File: src/rtl/rtc_pkg.sv
package rtc_pkg;
   localparam int FIELD_W  = 8;
   localparam int N_FIELDS = 8;
   localparam int TIME_W   = FIELD_W * N_FIELDS;

   typedef struct packed {
      logic [FIELD_W-1:0] year;
      logic [FIELD_W-1:0] month;
      logic [FIELD_W-1:0] date;
      logic [FIELD_W-1:0] dow;
      logic [FIELD_W-1:0] hour;
      logic [FIELD_W-1:0] minute;
      logic [FIELD_W-1:0] sec;
      logic [FIELD_W-1:0] hund;
   } rtc_time_t;

   localparam rtc_time_t RESET_TIME = '{year: 8'h00, month: 8'h01, date: 8'h01,
                                        dow: 8'h00, hour: 8'h00, minute: 8'h00,
                                        sec: 8'h00, hund: 8'h00};

   // add one to a two-digit BCD value
   function automatic logic [7:0] bcd_inc(input logic [7:0] v);
      logic [3:0] hi;
      logic [3:0] lo;
      hi = v[7:4];
      lo = v[3:0];
      if (lo == 4'd9) begin
         hi = hi + 4'd1;
         lo = 4'd0;
      end else begin
         lo = lo + 4'd1;
      end
      return {hi, lo};
   endfunction

   function automatic logic is_leap(input logic [7:0] yr);
      logic [6:0] ybin;
      ybin = 7'(yr[7:4]) * 7'd10 + 7'(yr[3:0]);
      return (ybin[1:0] == 2'b00);
   endfunction

   // final date of a month, in BCD
   function automatic logic [7:0] month_end(input logic [7:0] mon, input logic [7:0] yr);
      case (mon)
         8'h02:                      return is_leap(yr) ? 8'h29 : 8'h28;
         8'h04, 8'h06, 8'h09, 8'h11: return 8'h30;
         default:                    return 8'h31;
      endcase
   endfunction
endpackage

File: src/rtl/rtc_prescaler.sv
module rtc_prescaler #(
   parameter int SRC_HZ  = 32768,
   parameter int TICK_HZ = 100
) (
   input  logic clk,
   input  logic rst_n,
   input  logic src_en,
   input  logic clear,
   output logic half_tick,
   output logic hund_tick
);
   localparam int STEP  = 2 * TICK_HZ;
   localparam int ACC_W = $clog2(SRC_HZ + STEP);

   if (SRC_HZ <= STEP) begin : g_ratio_bad
      $error("rtc_prescaler: SRC_HZ must exceed twice TICK_HZ");
   end

   logic [ACC_W-1:0] acc_q;
   logic [ACC_W-1:0] acc_sum;
   logic             wrap;
   logic             phase_q;

   always_comb begin
      acc_sum = acc_q + ACC_W'(STEP);
      wrap    = (acc_sum >= ACC_W'(SRC_HZ));
   end

   always_ff @(posedge clk) begin
      if (!rst_n || clear) begin
         acc_q     <= '0;
         phase_q   <= 1'b0;
         half_tick <= 1'b0;
         hund_tick <= 1'b0;
      end else begin
         half_tick <= 1'b0;
         hund_tick <= 1'b0;
         if (src_en) begin
            if (wrap) begin
               acc_q     <= acc_sum - ACC_W'(SRC_HZ);
               half_tick <= 1'b1;
               phase_q   <= ~phase_q;
               hund_tick <= phase_q;
            end else begin
               acc_q <= acc_sum;
            end
         end
      end
   end


   hund_gap_chk: assert property (@(posedge clk) disable iff (!rst_n)
      hund_tick |=> !hund_tick);

   half_gap_chk: assert property (@(posedge clk) disable iff (!rst_n)
      half_tick |=> !half_tick);
endmodule

File: src/rtl/rtc_calendar_core.sv
module rtc_calendar_core
   import rtc_pkg::*;
(
   input  logic      clk,
   input  logic      rst_n,
   input  logic      step,
   input  logic      load,
   input  rtc_time_t load_val,
   output rtc_time_t now_q
);
   localparam logic [7:0] HUND_LAST = 8'h99;
   localparam logic [7:0] SIX_LAST  = 8'h59;
   localparam logic [7:0] HOUR_LAST = 8'h23;
   localparam logic [7:0] DOW_LAST  = 8'h06;
   localparam logic [7:0] MON_LAST  = 8'h12;
   localparam logic [7:0] YEAR_LAST = 8'h99;

   rtc_time_t nxt;
   logic      carry;

   always_comb begin
      nxt   = now_q;
      carry = 1'b1;
      if (now_q.hund == HUND_LAST) nxt.hund = '0;
      else begin
         nxt.hund = bcd_inc(now_q.hund);
         carry    = 1'b0;
      end
      if (carry) begin
         if (now_q.sec == SIX_LAST) nxt.sec = '0;
         else begin
            nxt.sec = bcd_inc(now_q.sec);
            carry   = 1'b0;
         end
      end
      if (carry) begin
         if (now_q.minute == SIX_LAST) nxt.minute = '0;
         else begin
            nxt.minute = bcd_inc(now_q.minute);
            carry      = 1'b0;
         end
      end
      if (carry) begin
         if (now_q.hour == HOUR_LAST) nxt.hour = '0;
         else begin
            nxt.hour = bcd_inc(now_q.hour);
            carry    = 1'b0;
         end
      end
      if (carry) begin
         nxt.dow = (now_q.dow == DOW_LAST) ? 8'h00 : bcd_inc(now_q.dow);
         if (now_q.date == month_end(now_q.month, now_q.year)) nxt.date = 8'h01;
         else begin
            nxt.date = bcd_inc(now_q.date);
            carry    = 1'b0;
         end
      end
      if (carry) begin
         if (now_q.month == MON_LAST) nxt.month = 8'h01;
         else begin
            nxt.month = bcd_inc(now_q.month);
            carry     = 1'b0;
         end
      end
      if (carry) begin
         nxt.year = (now_q.year == YEAR_LAST) ? 8'h00 : bcd_inc(now_q.year);
      end
   end

   always_ff @(posedge clk) begin
      if (!rst_n)     now_q <= RESET_TIME;
      else if (load)  now_q <= load_val;
      else if (step)  now_q <= nxt;
   end

   logic day_end;
   assign day_end = (now_q.hour == HOUR_LAST) && (now_q.minute == SIX_LAST) &&
                    (now_q.sec == SIX_LAST) && (now_q.hund == HUND_LAST);


   load_chk: assert property (@(posedge clk) disable iff (!rst_n)
      load |=> (now_q == $past(load_val)));

   midnight_wrap_chk: assert property (@(posedge clk) disable iff (!rst_n)
      (step && !load && day_end) |=> (now_q.hour == 8'h00 && now_q.hund == 8'h00));

   leap_day_chk: assert property (@(posedge clk) disable iff (!rst_n)
      (step && !load && day_end && now_q.month == 8'h02 && now_q.date == 8'h28 &&
       is_leap(now_q.year)) |=> (now_q.date == 8'h29));
endmodule

File: src/rtl/rtc_freq_out.sv
module rtc_freq_out (
   input  logic       clk,
   input  logic       rst_n,
   input  logic       clear,
   input  logic       src_en,
   input  logic       half_tick,
   input  logic [7:0] hund,
   input  logic [1:0] fsel,
   output logic       fout
);
   localparam logic [1:0] SEL_OFF  = 2'b00;
   localparam logic [1:0] SEL_1HZ  = 2'b01;
   localparam logic [1:0] SEL_100  = 2'b10;
   localparam logic [7:0] HALF_SEC = 8'h50;

   logic sq100_q;

   always_ff @(posedge clk) begin
      if (!rst_n || clear) sq100_q <= 1'b0;
      else if (half_tick)  sq100_q <= ~sq100_q;
   end

   always_ff @(posedge clk) begin
      if (!rst_n) fout <= 1'b0;
      else begin
         case (fsel)
            SEL_OFF: fout <= 1'b0;
            SEL_1HZ: fout <= (hund < HALF_SEC);
            SEL_100: fout <= sq100_q;
            default: fout <= src_en;
         endcase
      end
   end


   fout_off_chk: assert property (@(posedge clk) disable iff (!rst_n)
      (fsel == SEL_OFF) |=> !fout);

   fout_fast_chk: assert property (@(posedge clk) disable iff (!rst_n)
      (fsel == 2'b11) |=> (fout == $past(src_en)));
endmodule

File: src/rtl/rtc_calendar.sv
module rtc_calendar
   import rtc_pkg::*;
#(
   parameter int SRC_HZ = 32768
) (
   input  logic              clk,
   input  logic              rst_n,
   input  logic              src_en,
   input  logic              wr_en,
   input  logic [TIME_W-1:0] wr_time,
   input  logic              rd_req,
   output logic              rd_valid,
   output logic [TIME_W-1:0] rd_time,
   input  logic [1:0]        fsel,
   output logic              freq_out
);
   localparam int TICK_HZ = 100;

   if (SRC_HZ < 2 * TICK_HZ + 1) begin : g_src_bad
      $error("rtc_calendar: source rate too low for hundredths");
   end

   logic              half_tick;
   logic              hund_tick;
   rtc_time_t         cur;
   logic [TIME_W-1:0] cur_flat;

   rtc_prescaler #(.SRC_HZ(SRC_HZ), .TICK_HZ(TICK_HZ)) u_pre (
      .clk(clk), .rst_n(rst_n), .src_en(src_en), .clear(wr_en),
      .half_tick(half_tick), .hund_tick(hund_tick)
   );

   rtc_calendar_core u_core (
      .clk(clk), .rst_n(rst_n), .step(hund_tick), .load(wr_en),
      .load_val(rtc_time_t'(wr_time)), .now_q(cur)
   );

   rtc_freq_out u_fout (
      .clk(clk), .rst_n(rst_n), .clear(wr_en), .src_en(src_en),
      .half_tick(half_tick), .hund(cur.hund), .fsel(fsel), .fout(freq_out)
   );

   assign cur_flat = cur;

   for (genvar i = 0; i < N_FIELDS; i++) begin : g_shadow
      always_ff @(posedge clk) begin
         if (!rst_n)      rd_time[i*FIELD_W +: FIELD_W] <= '0;
         else if (rd_req) rd_time[i*FIELD_W +: FIELD_W] <= cur_flat[i*FIELD_W +: FIELD_W];
      end
   end

   always_ff @(posedge clk) begin
      if (!rst_n) rd_valid <= 1'b0;
      else        rd_valid <= rd_req;
   end


   rd_valid_chk: assert property (@(posedge clk) disable iff (!rst_n)
      rd_req |=> rd_valid);

   rd_hold_chk: assert property (@(posedge clk) disable iff (!rst_n)
      !rd_req |=> $stable(rd_time));
endmodule

File: config.mk
export PLATFORM = sky130hd
export DESIGN_NAME = rtc_calendar
export DESIGN_NICKNAME = d
export VERILOG_FILES = /design/src/rtl/rtc_pkg.sv /design/src/rtl/rtc_prescaler.sv /design/src/rtl/rtc_calendar_core.sv /design/src/rtl/rtc_freq_out.sv /design/src/rtl/rtc_calendar.sv
export SDC_FILE = /design/constraint.sdc
export NUM_CORES = 1
export LEC_CHECK = 0
export ABC_CLOCK_PERIOD_IN_PS = 4400
export BUFFER_PORTS_ARGS = -buffer_cell sky130_fd_sc_hd__buf_2
export CAP_MARGIN = 0
export CORE_MARGIN = 2
export CORE_UTILIZATION = 35
export CTS_CLUSTER_SIZE = 10
export DETAILED_ROUTE_END_ITERATION = 8
export GPL_ROUTABILITY_DRIVEN = 0
export SLEW_MARGIN = 30
export SYNTH_ARGS = -nofsm -noshare
export SYNTH_HDL_FRONTEND = slang
export SYNTH_SLANG_ARGS = --single-unit
File: constraint.sdc
create_clock -name clk -period 4.4 [get_ports clk]
set_clock_uncertainty 0.2 [all_clocks]
set_input_delay 0.22 -clock clk [delete_from_list [all_inputs] [get_ports clk]]
set_output_delay 0.22 -clock clk [all_outputs]
set_load 0.01 [all_outputs]
==> key figures, run 1 <==
Run status
  • Status: complete, no violations

Cells and area
  • Share of post-route cells with drive strength above 1: 19.0%
  • Fill cells: 2132
  • Fin util: 45.7%
  • Most frequent cells in the layout: dfxtp_1 (147), nor2_1 (140), buf_2 (134)
  • Footprint of the multi-input gates: 0.00417 sq mm
  • Layout area overhead: 28.2%
  • Design area: 0.00957 sq mm
  • Fin nets: 1128
  • Non-filler instance count after layout: 1315
  • Most common cell after layout, fill and taps aside: dfxtp_1
  • Diodes inserted: 0
  • Reg area: 0.00294 sq mm

Detailed routing
  • Metal3 WL: 1040 microns
  • Met1 wire length: 9560 microns
  • Drt drc: 0
  • Avg WL per Cell: 15.2 microns
  • DR vias/cell: 5.09
  • Vias: 6693
  • Iter 0 DRT Violations: 360
  • Post-Route WL: 19900 microns
  • Met2 Wirelength: 9080 microns
  • DR pass1 iterations: 4
  • Antenna Nets Post-Route: 0
  • DR top layer: met4

Timing
  • Final Hold Fails: 0
  • Final TNS setup: 0 ns
  • Max_slew headroom: 40.6%
  • Slew Viols, Final: 0
  • Final period util: 71.9%
  • Fmax: 0.316 GHz
  • Fin crit period: 3.16 ns
  • Slew @ Worst Pin: 0.891 ns
  • RSZ-0062 raised after global routing: false
  • Setup Viol. Count Final: 0

Clock network
  • Clock sink count: 147
  • Clk root buf: clkbuf_16
  • CTS tree: built
  • Setup repair bufs after CTS: 0
  • Clk slew on worst S/H paths: 0.06 ns
  • Clock Tree Buf Depth: 2
  • H-tree depth: 4
  • CTS buffer count: 17
  • Clock Latency Late Sink: 0.42 ns

Worst hold path
  • HP Class: in2reg
  • Hold Path End: u_core.now_q[44]
  • Min-Delay Startpoint: wr_time[44]
  • WHS Path Cells: 4

Synth
  • Cells after Synth: 851
  • Post-synth EDFFs: 0
  • Cell Area, Synth: 0.00747 sq mm
  • Syn avg cell area: 8.77 sq um
  • Distinct cells, synth: 78
  • FFs w/ async S/R, synth: 0%
  • Yosys reg bits: 147
  • Seq/Total Area, Yosys: 39.4%
  • Synthesized net count: 952
  • Synth Flop Type: dfxtp_1
  • Synth warn: 0

Flow run
  • Max Cap Violations: 0

Worst setup path
  • Worst-path fanout max: 15
  • WP data required: 4.51 ns
  • Critical R2R Launch: u_core.now_q[0]
  • R2r endpoint: u_core.now_q[57]
  • R2R Setup Slk: 1.24 ns
  • Nature of the critical path endpoint: flip-flop
  • Worst R2R Path Depth: 8
  • Crit path DAT: 3.27 ns
  • Crit Path Class: reg2reg
  • Critical path launch point type: flip-flop

Global route
  • Remaining global-route overflow: 0
  • GRT Util Overall: 17.8%
  • Initial antenna violation count: 0
  • Largest net degree at the start of global routing: 57
  • Vias in the first global route: 6307
  • First-pass GRT wire length: 32000 microns

Floorplan
  • Core area: 0.0210 sq mm
  • Cell Rows: 53
  • Die X: 150 microns
  • Die area: 0.0225 sq mm
  • Number of top-level pins: 137
  • Die Height: 150 microns
  • Starting Density: 35.6%

Pwr
  • Final Power: 3.38 mW
  • PwrDens: 353 mW/mm^2
  • Peak supply drop: 247 uV
  • LEAKAGE: 4.11 nW

Placement
  • DP Area: 0.00835 sq mm
  • IO buf count: 136
  • DP Cell Count: 1220
  • DP HPWL: 13500 microns
area by class of cell:
cell class	instances	area share, %
Clock buffer	19	4.52
Clock inverter	13	1.66
Timing Repair Buffer	207	14.4
Inverter	38	1.50
Tap cell	275	3.60
Multi-Input combinational cell	616	43.6
Sequential cell	147	30.8
worst max path at each step:
stage / start / endpoint / slack (ns) / cells after the start
2_1_floorplan: u_core.now_q[28] / u_core.now_q[54] / 1.91 / 7
3_3_place_gp: u_core.now_q[0] / u_core.now_q[57] / 1.30 / 8
3_5_place_dp: u_core.now_q[0] / u_core.now_q[57] / 1.23 / 8
4_1_cts: u_core.now_q[0] / u_core.now_q[57] / 1.23 / 8
5_1_grt: u_core.now_q[48] / u_core.now_q[57] / 1.04 / 6
6_report: u_core.now_q[0] / u_core.now_q[57] / 1.24 / 8
report_power, final:
group | total (mW) | leakage, nW | switching (mW) | internal, mW
combinational | 0.424 | 2.62 | 0.222 | 0.202
clock | 1.48 | 0.284 | 0.586 | 0.892
sequential | 1.47 | 1.20 | 0.0774 | 1.40
timing repair:
action	CTS	global route
hold endpoints to repair	65	1
gates resized for setup	0	0
hold buffers	62	1
synth_stat cells (all sizes together), types with 5 or more instances:
| cell | count | share of area [%] |
|---|---|---|
| clkbuf | 35 | 1.8 |
| ha | 30 | 5.0 |
| xnor2 | 8 | 0.94 |
| dfxtp | 147 | 39 |
| nor2 | 140 | 7.0 |
| a31oi | 11 | 1.1 |
| inv | 38 | 1.9 |
| buf | 15 | 1.0 |
| or3 | 5 | 0.42 |
| o21ai | 34 | 2.3 |
| a21oi | 41 | 2.7 |
| nor3b | 7 | 0.70 |
| nor2b | 8 | 0.67 |
| a211oi | 22 | 2.2 |
| nand3 | 32 | 2.1 |
| and3 | 5 | 0.42 |
| nor4b | 7 | 1.3 |
| mux2i | 72 | 9.7 |
| o31ai | 9 | 0.97 |
| xor2 | 14 | 1.6 |
| a22oi | 6 | 0.60 |
| and2 | 7 | 0.59 |
| nor4 | 5 | 0.82 |
| nor3 | 24 | 1.6 |
| nand2 | 40 | 2.0 |
| nand2b | 10 | 0.84 |
registers in the layout, summed over array words and instances (netlist names):
signal           cells
u_pre.acc_q         13
rd_time             64
u_pre.phase_q        1
rd_valid             1
u_pre.hund_tick      1
u_core.now_q        64
u_fout.fout          1
u_pre.half_tick      1
u_fout.sq100_q       1
through the flow:
stage / hold WS, ns / setup slack, ns
detailed placement: 0.266 / 1.23
global route: 0.0130 / 1.04
CTS: 0.000973 / 1.23
global placement: 0.260 / 1.30
floorplan: 0.159 / 1.91
finish: 0.0192 / 1.24
metal layers:
metal / track usage [%] / up-vias
met5: 0 / -
met4: 4.62 / 0
met3: 4.66 / 22
met2: 29.1 / 129
met1: 23.4 / 3160
li1: - / 3382
logic make-up after synthesis:
logic type	after synthesis	share of synthesized area (%)
and+or+nand+nor	315	21.5
AOI/OAI and AO/OA	176	16.9
xor gates and xnor gates	22	2.58
adders and majority gates	30	5.03
muxes	73	9.80
buffers and inverters	88	4.74
DFF	147	39.4
worst max-delay path: stages (launching register included):
cell     delay [ns]
dfxtp_1        0.42
ha_1           0.21
and4b_1        0.28
and4b_1        0.21
buf_4          0.22
and3_1         0.30
nor4b_4        0.71
a21oi_1        0.15
o311a_1        0.34
Power figures use the tool's default switching activity.
==> inputs of run 2 (changes only) <==
--- a/config.mk
+++ b/config.mk
@@ -5,7 +5,7 @@
 export SDC_FILE = /design/constraint.sdc
 export NUM_CORES = 1
 export LEC_CHECK = 0
-export ABC_CLOCK_PERIOD_IN_PS = 4400
+export ABC_CLOCK_PERIOD_IN_PS = 3200
 export BUFFER_PORTS_ARGS = -buffer_cell sky130_fd_sc_hd__buf_2
 export CAP_MARGIN = 0
 export CORE_MARGIN = 2
==> constraint.sdc (replaced) <==
create_clock -name clk -period 3.2 [get_ports clk]
set_clock_uncertainty 0.2 [all_clocks]
set_input_delay 0.16 -clock clk [delete_from_list [all_inputs] [get_ports clk]]
set_output_delay 0.16 -clock clk [all_outputs]
set_load 0.01 [all_outputs]
==> run 2 against run 1 <==
- non-clock buffer count is 17 higher
- setup slack worse by 0.88 ns
- clock power is 42% higher
- sequential power is 37% higher
- critical endpoint is now u_core.now_q[19]
- largest cell class unchanged
- highest routed layer unchanged
==> key figures, run 2 (synthesis results as in run 1) <==
Pwr
  • Final Power: 4.72 mW (+40%)
  • Flop pwr share: 42.8% (-0.9 points)
  • Logic pwr share: 12.7% (about the same)
  • Clk pwr share: 44.5% (+0.7 points)
  • Peak supply drop: 331 uV (+34%)
  • Pint: 3.55 mW (+43%)
  • Switching power share of the total: 24.8% (-1.4 points)
  • Switching Power: 1.17 mW (+32%)
  • PwrDens: 484 mW/mm^2 (+37%)
  • LEAKAGE: 4.20 nW (+2.3%)

Detailed routing
  • Drt drc: 0 (unchanged)
  • Avg WL per Cell: 14.8 microns (-2.4%)
  • Vias: 6669 (-0.36%)
  • Antenna Nets Post-Route: 0 (unchanged)
  • Iter 0 DRT Violations: 351 (-2.5%)
  • DR vias/cell: 5.01 (-1.6%)
  • Post-Route WL: 19700 microns (-1.2%)
  • DR pass1 iterations: 5 (+1)

Timing
  • Slew @ Worst Pin: 0.860 ns (-0.0304 ns)
  • Fmax: 0.351 GHz (+11%)
  • Fin crit period: 2.85 ns (-0.315 ns)
  • Final Hold Fails: 0 (unchanged)
  • RSZ-0062 raised after global routing: false
  • Max_slew headroom: 42.5% (+1.9 points)
  • Setup Viol. Count Final: 0 (unchanged)
  • Final worst setup slack: 0.352 ns (-0.885 ns)
  • Final TNS setup: 0 ns (unchanged)
  • Slew Viols, Final: 0 (unchanged)
  • Final period util: 89.0% (+17 points)

Clock network
  • Clk slew on worst S/H paths: 0.06 ns (about the same)
  • CTS buffer count: 17 (unchanged)
  • Clock sink count: 147 (unchanged)
  • H-tree depth: 4 (unchanged)
  • Clk root buf: clkbuf_16
  • Clock Latency Late Sink: 0.42 ns (about the same)
  • Clock Tree Buf Depth: 2 (unchanged)
  • CTS tree: built

Global route
  • GRT Util Overall: 17.8% (about the same)
  • Remaining global-route overflow: 0 (unchanged)
  • Largest net degree at the start of global routing: 50 (-12%)
  • Initial antenna violation count: 0 (unchanged)
  • First-pass GRT wire length: 32100 microns (+0.41%)
  • Vias in the first global route: 6239 (-1.1%)

Cells and area
  • Share of post-route cells with drive strength above 1: 19.3% (+0.28 points)
  • Non-filler instance count after layout: 1331 (+1.2%)
  • Fin nets: 1145 (+1.5%)
  • Largest registers: rd_time (64), u_core.now_q (64), u_pre.acc_q (13)
  • Most frequent cells in the layout: dfxtp_1 (147), nor2_1 (140), buf_2 (134)
  • Diodes inserted: 0 (unchanged)
  • Most common cell after layout, fill and taps aside: dfxtp_1
  • Layout area overhead: 30.7%

Floorplan
  • Cell Rows: 53 (unchanged)
  • Core area: 0.0210 sq mm (unchanged)
  • Die area: 0.0225 sq mm (unchanged)
  • Number of top-level pins: 137 (unchanged)
  • Starting Density: 35.6% (unchanged)
  • Die X: 150 microns (unchanged)
  • Die Height: 150 microns (unchanged)

Flow run
  • Max Cap Violations: 0 (unchanged)

Worst hold path
  • HP Class: in2reg

Worst setup path
  • Crit path DAT: 2.95 ns (-0.32 ns)
  • Nature of the critical path endpoint: flip-flop
  • Worst-path fanout max: 14 (-1)
  • WP data required: 3.30 ns (-1.21 ns)
  • Crit Path Class: reg2reg
  • Critical path launch point type: flip-flop

Placement
  • Pre-CTS setup slack: 0.432 ns (-0.798 ns)
  • DP HPWL: 13600 microns (+0.97%)
  • DP Cell Count: 1228 (+0.66%)
  • IO buf count: 136 (unchanged)

Run status
  • Status: complete, no violations
[run 2: cell types whose count changed in the layout (fill, tap and decap cells not counted), sizes merged]
cell,previous run,this run
buf,144,152
bufinv,3,4
clkbuf,19,22
clkinv,6,4
clkinvlp,3,2
dlygate4sd3,63,72
inv,39,37
[run 2: power by group through the flow]
stage | sequential [mW] | clock (mW) | combinational, mW
2_1_floorplan | 2.04 | 0 | 0.364
3_3_place_gp | 2.06 | 0 | 0.528
3_5_place_dp | 2.06 | 0 | 0.532
4_1_cts | 2.02 | 2.16 | 0.605
5_1_grt | 2.04 | 2.24 | 0.672
6_report | 2.02 | 2.10 | 0.600
[run 2: final cells by class]
class                           count  area (sq um)
Fill cell                        2035         11200
Multi-Input combinational cell    616          4170
Sequential cell                   147          2940
Timing Repair Buffer              224          1540
Clock buffer                       22           464
Tap cell                          275           344
Clock inverter                      9           154
Inverter                           38           144
[run 2: routing by layer]
metal,GRT usage [%],wire length (microns),up-vias
li1,-,-,3418
met1,24.1,9560,3099
met2,28.1,8850,131
met3,4.94,1040,21
met4,4.53,243,0
met5,0,0,-
[run 2: timing repair]
item	CTS	global route
hold buffers	72	0
hold endpoints to repair	73	0
gates resized for setup	0	0
buffers inserted	0	0
[run 2: per-stage QoR]
step | util, % | hold slack [ns] | cell area (sq um)
6_report | 46.6 | 0.0345 | 9760
4_1_cts | 46.6 | 0.0139 | 9760
3_3_place_gp | 40.2 | 0.198 | 8420
2_1_floorplan | - | 0.0986 | 7470
3_5_place_dp | 40.2 | 0.210 | 8420
5_1_grt | 46.6 | 0.0234 | 9760
[run 2: path summary, 6_finish.rpt]
kind                                          to  slack [ns]       startpoint  depth (start not counted)
worst max-delay path            u_core.now_q[19]        0.35  u_core.now_q[1]                         10
worst min-delay path            u_core.now_q[26]        0.03            wr_en                          3
worst max register to register  u_core.now_q[19]        0.35  u_core.now_q[1]                         10
worst min register to register   u_pre.acc_q[15]        0.28  u_pre.acc_q[15]                          1
[run 2: critical path, cell delays in order, from the launching register on]
cell and delay, ns:
dfxtp_1 0.40, inv_1 0.06, ha_1 0.19, and4b_1 0.24, and4b_1 0.24, buf_4 0.20, nor3b_1 0.15, a21oi_1 0.11
nor3_1 0.06, o311a_1 0.32, dlygate4sd3_1 0.55
==> inputs of run 3 (changes only) <==
--- a/config.mk
+++ b/config.mk
@@ -13,6 +13,7 @@
 export CTS_CLUSTER_SIZE = 10
 export DETAILED_ROUTE_END_ITERATION = 8
 export GPL_ROUTABILITY_DRIVEN = 0
+export PLACE_DENSITY = 0.53
 export SLEW_MARGIN = 30
 export SYNTH_ARGS = -nofsm -noshare
 export SYNTH_HDL_FRONTEND = slang
==> run 3 against run 2 <==
- fmax fell by 2.4%
- clock-buffer cell count down 2
- combinational power is essentially flat
- largest power group unchanged
- global-route usage up 0.74 points
- power down 0.17%
- non-clock buffer count increased by 3
- worst hold slack worse by 0.015 ns
- critical path depth is 1 lower
==> key figures, run 3 (synthesis results as in run 1) <==
Run status
  • Status: complete, no violations

Clock network
  • Clk slew on worst S/H paths: 0.06 ns (about the same)
  • CTS tree: built
  • Clk root buf: clkbuf_16
  • Clock sink count: 147 (unchanged)
  • H-tree depth: 4 (unchanged)
  • Clock Latency Late Sink: 0.43 ns (about the same)
  • CTS buffer count: 17 (unchanged)
  • Clock Tree Buf Depth: 2 (unchanged)

Worst setup path
  • Crit path DAT: 3.04 ns (+0.09 ns)
  • Crit Path Class: reg2reg
  • Nature of the critical path endpoint: flip-flop
  • WP data required: 3.32 ns (+0.02 ns)
  • Worst-path fanout max: 10 (-4)
  • Critical path launch point type: flip-flop

Pwr
  • Peak supply drop: 361 uV (+9.1%)
  • PwrDens: 482 mW/mm^2 (-0.48%)
  • LEAKAGE: 4.21 nW (about the same)

Cells and area
  • Diodes inserted: 0 (unchanged)
  • Largest registers: rd_time (64), u_core.now_q (64), u_pre.acc_q (13)
  • Layout area overhead: 31.1%
  • Most common cell after layout, fill and taps aside: dfxtp_1
  • Most frequent cells in the layout: dfxtp_1 (145), nor2_1 (140), buf_2 (134)
  • Design area: 0.00979 sq mm (+0.31%)
  • Fin nets: 1148 (+0.26%)
  • Share of post-route cells with drive strength above 1: 19.9% (+0.59 points)
  • Fin util: 46.7% (+0.14 points)

Timing
  • Final TNS setup: 0 ns (unchanged)
  • Final period util: 91.2% (+2.2 points)
  • Final Hold Fails: 0 (unchanged)
  • Setup Viol. Count Final: 0 (unchanged)
  • Slew Viols, Final: 0 (unchanged)
  • Final worst setup slack: 0.282 ns (-0.0705 ns)
  • RSZ-0062 raised after global routing: false
  • Max_slew headroom: 51.0% (+8.5 points)
  • Hold_ws: 0.0199 ns (-0.0147 ns)
  • Slew @ Worst Pin: 0.735 ns (-0.126 ns)
  • Fmax: 0.343 GHz (-2.4%)
  • Fin crit period: 2.92 ns (+0.0705 ns)

Global route
  • Vias in the first global route: 6455 (+3.5%)
  • Remaining global-route overflow: 0 (unchanged)
  • Largest net degree at the start of global routing: 61 (+22%)
  • First-pass GRT wire length: 33300 microns (+3.6%)
  • Initial antenna violation count: 0 (unchanged)
  • GRT Util Overall: 18.6% (+0.74 points)

Floorplan
  • Die X: 150 microns (unchanged)
  • Die area: 0.0225 sq mm (unchanged)
  • Starting Density: 35.6% (unchanged)
  • Number of top-level pins: 137 (unchanged)
  • Cell Rows: 53 (unchanged)
  • Die Height: 150 microns (unchanged)
  • Core area: 0.0210 sq mm (unchanged)

Detailed routing
  • Antenna Nets Post-Route: 0 (unchanged)
  • Drt drc: 0 (unchanged)
  • Vias: 6686 (+0.25%)
  • DR pass1 iterations: 5 (unchanged)
  • Avg WL per Cell: 15.4 microns (+4.2%)
  • Iter 0 DRT Violations: 316 (-10%)
  • DR vias/cell: 5.01 (about the same)
  • Post-Route WL: 20600 microns (+4.6%)

Placement
  • DP Area: 0.00841 sq mm (about the same)
  • IO buf count: 136 (unchanged)
  • DP HPWL: 13800 microns (+1.5%)
  • Pre-CTS setup slack: 0.396 ns (-0.0359 ns)

Worst hold path
  • HP Class: in2reg

Flow run
  • Max Cap Violations: 0 (unchanged)
==> run 3: cell count changes in the layout (fill, tap and decap cells not counted), sizes merged <==
cell / before / now
clkinv: 4 / 6
dlygate4sd3: 72 / 74
clkbuf: 22 / 20
clkinvlp: 2 / 4
bufinv: 4 / 3
buf: 152 / 153
==> run 3: path summary, 6_finish.rpt <==
| check | startpoint | to | slack [ns] | depth (start not counted) |
|---|---|---|---|---|
| setup / recovery | u_core.now_q[28] | u_core.now_q[38] | 0.28 | 9 |
| hold reg to reg | u_pre.acc_q[15] | u_pre.acc_q[15] | 0.29 | 1 |
| setup reg to reg | u_core.now_q[28] | u_core.now_q[38] | 0.28 | 9 |
| hold / removal | wr_en | u_core.now_q[19] | 0.02 | 3 |
==> run 3: where the power goes <==
part	internal [mW]	leakage (nW)	switching, mW	total, mW
clock	1.27	0.288	0.820	2.09
combinational	0.291	2.71	0.312	0.603
sequential	1.92	1.20	0.105	2.03
==> run 3: worst max-delay path: stages (launching register included) <==
cell	delay (ns)
dfxtp_1	0.33
inv_1	0.09
ha_1	0.14
or4b_4	0.49
nor4_4	0.41
buf_4	0.18
nand2_2	0.13
a21oi_1	0.48
a21boi_0	0.16
o21a_1	0.19
==> run 3: through the flow <==
stage               power (mW)  cells
global route              4.94   1335
detailed placement        2.60   1227
finish                    4.72   1335
global placement          2.60   1227
floorplan                 2.41    851
CTS                       4.77   1334
==> run 3: routing by layer <==
metal | GRT usage [%] | vias up | routed length [microns]
met3 | 3.51 | 22 | 811
li1 | - | 3424 | -
met2 | 29.4 | 128 | 9170
met4 | 6.08 | 0 | 300
met5 | 0 | - | 0
met1 | 25.5 | 3112 | 10300
==> run 3: timing repair <==
item,in CTS,in global routing
setup endpoints to repair,0,1
gates resized for setup,0,3
buffers inserted,0,2
endpoints found under the hold margin,73,0
hold buffers,75,0
==> run 3: cell type report <==
cell class / instances / area [sq um]
Fill cell: 2103 / 11200
Multi-Input combinational cell: 616 / 4170
Sequential cell: 147 / 2950
Timing Repair Buffer: 227 / 1570
Clock buffer: 20 / 457
Tap cell: 275 / 344
Clock inverter: 12 / 156
Inverter: 38 / 144
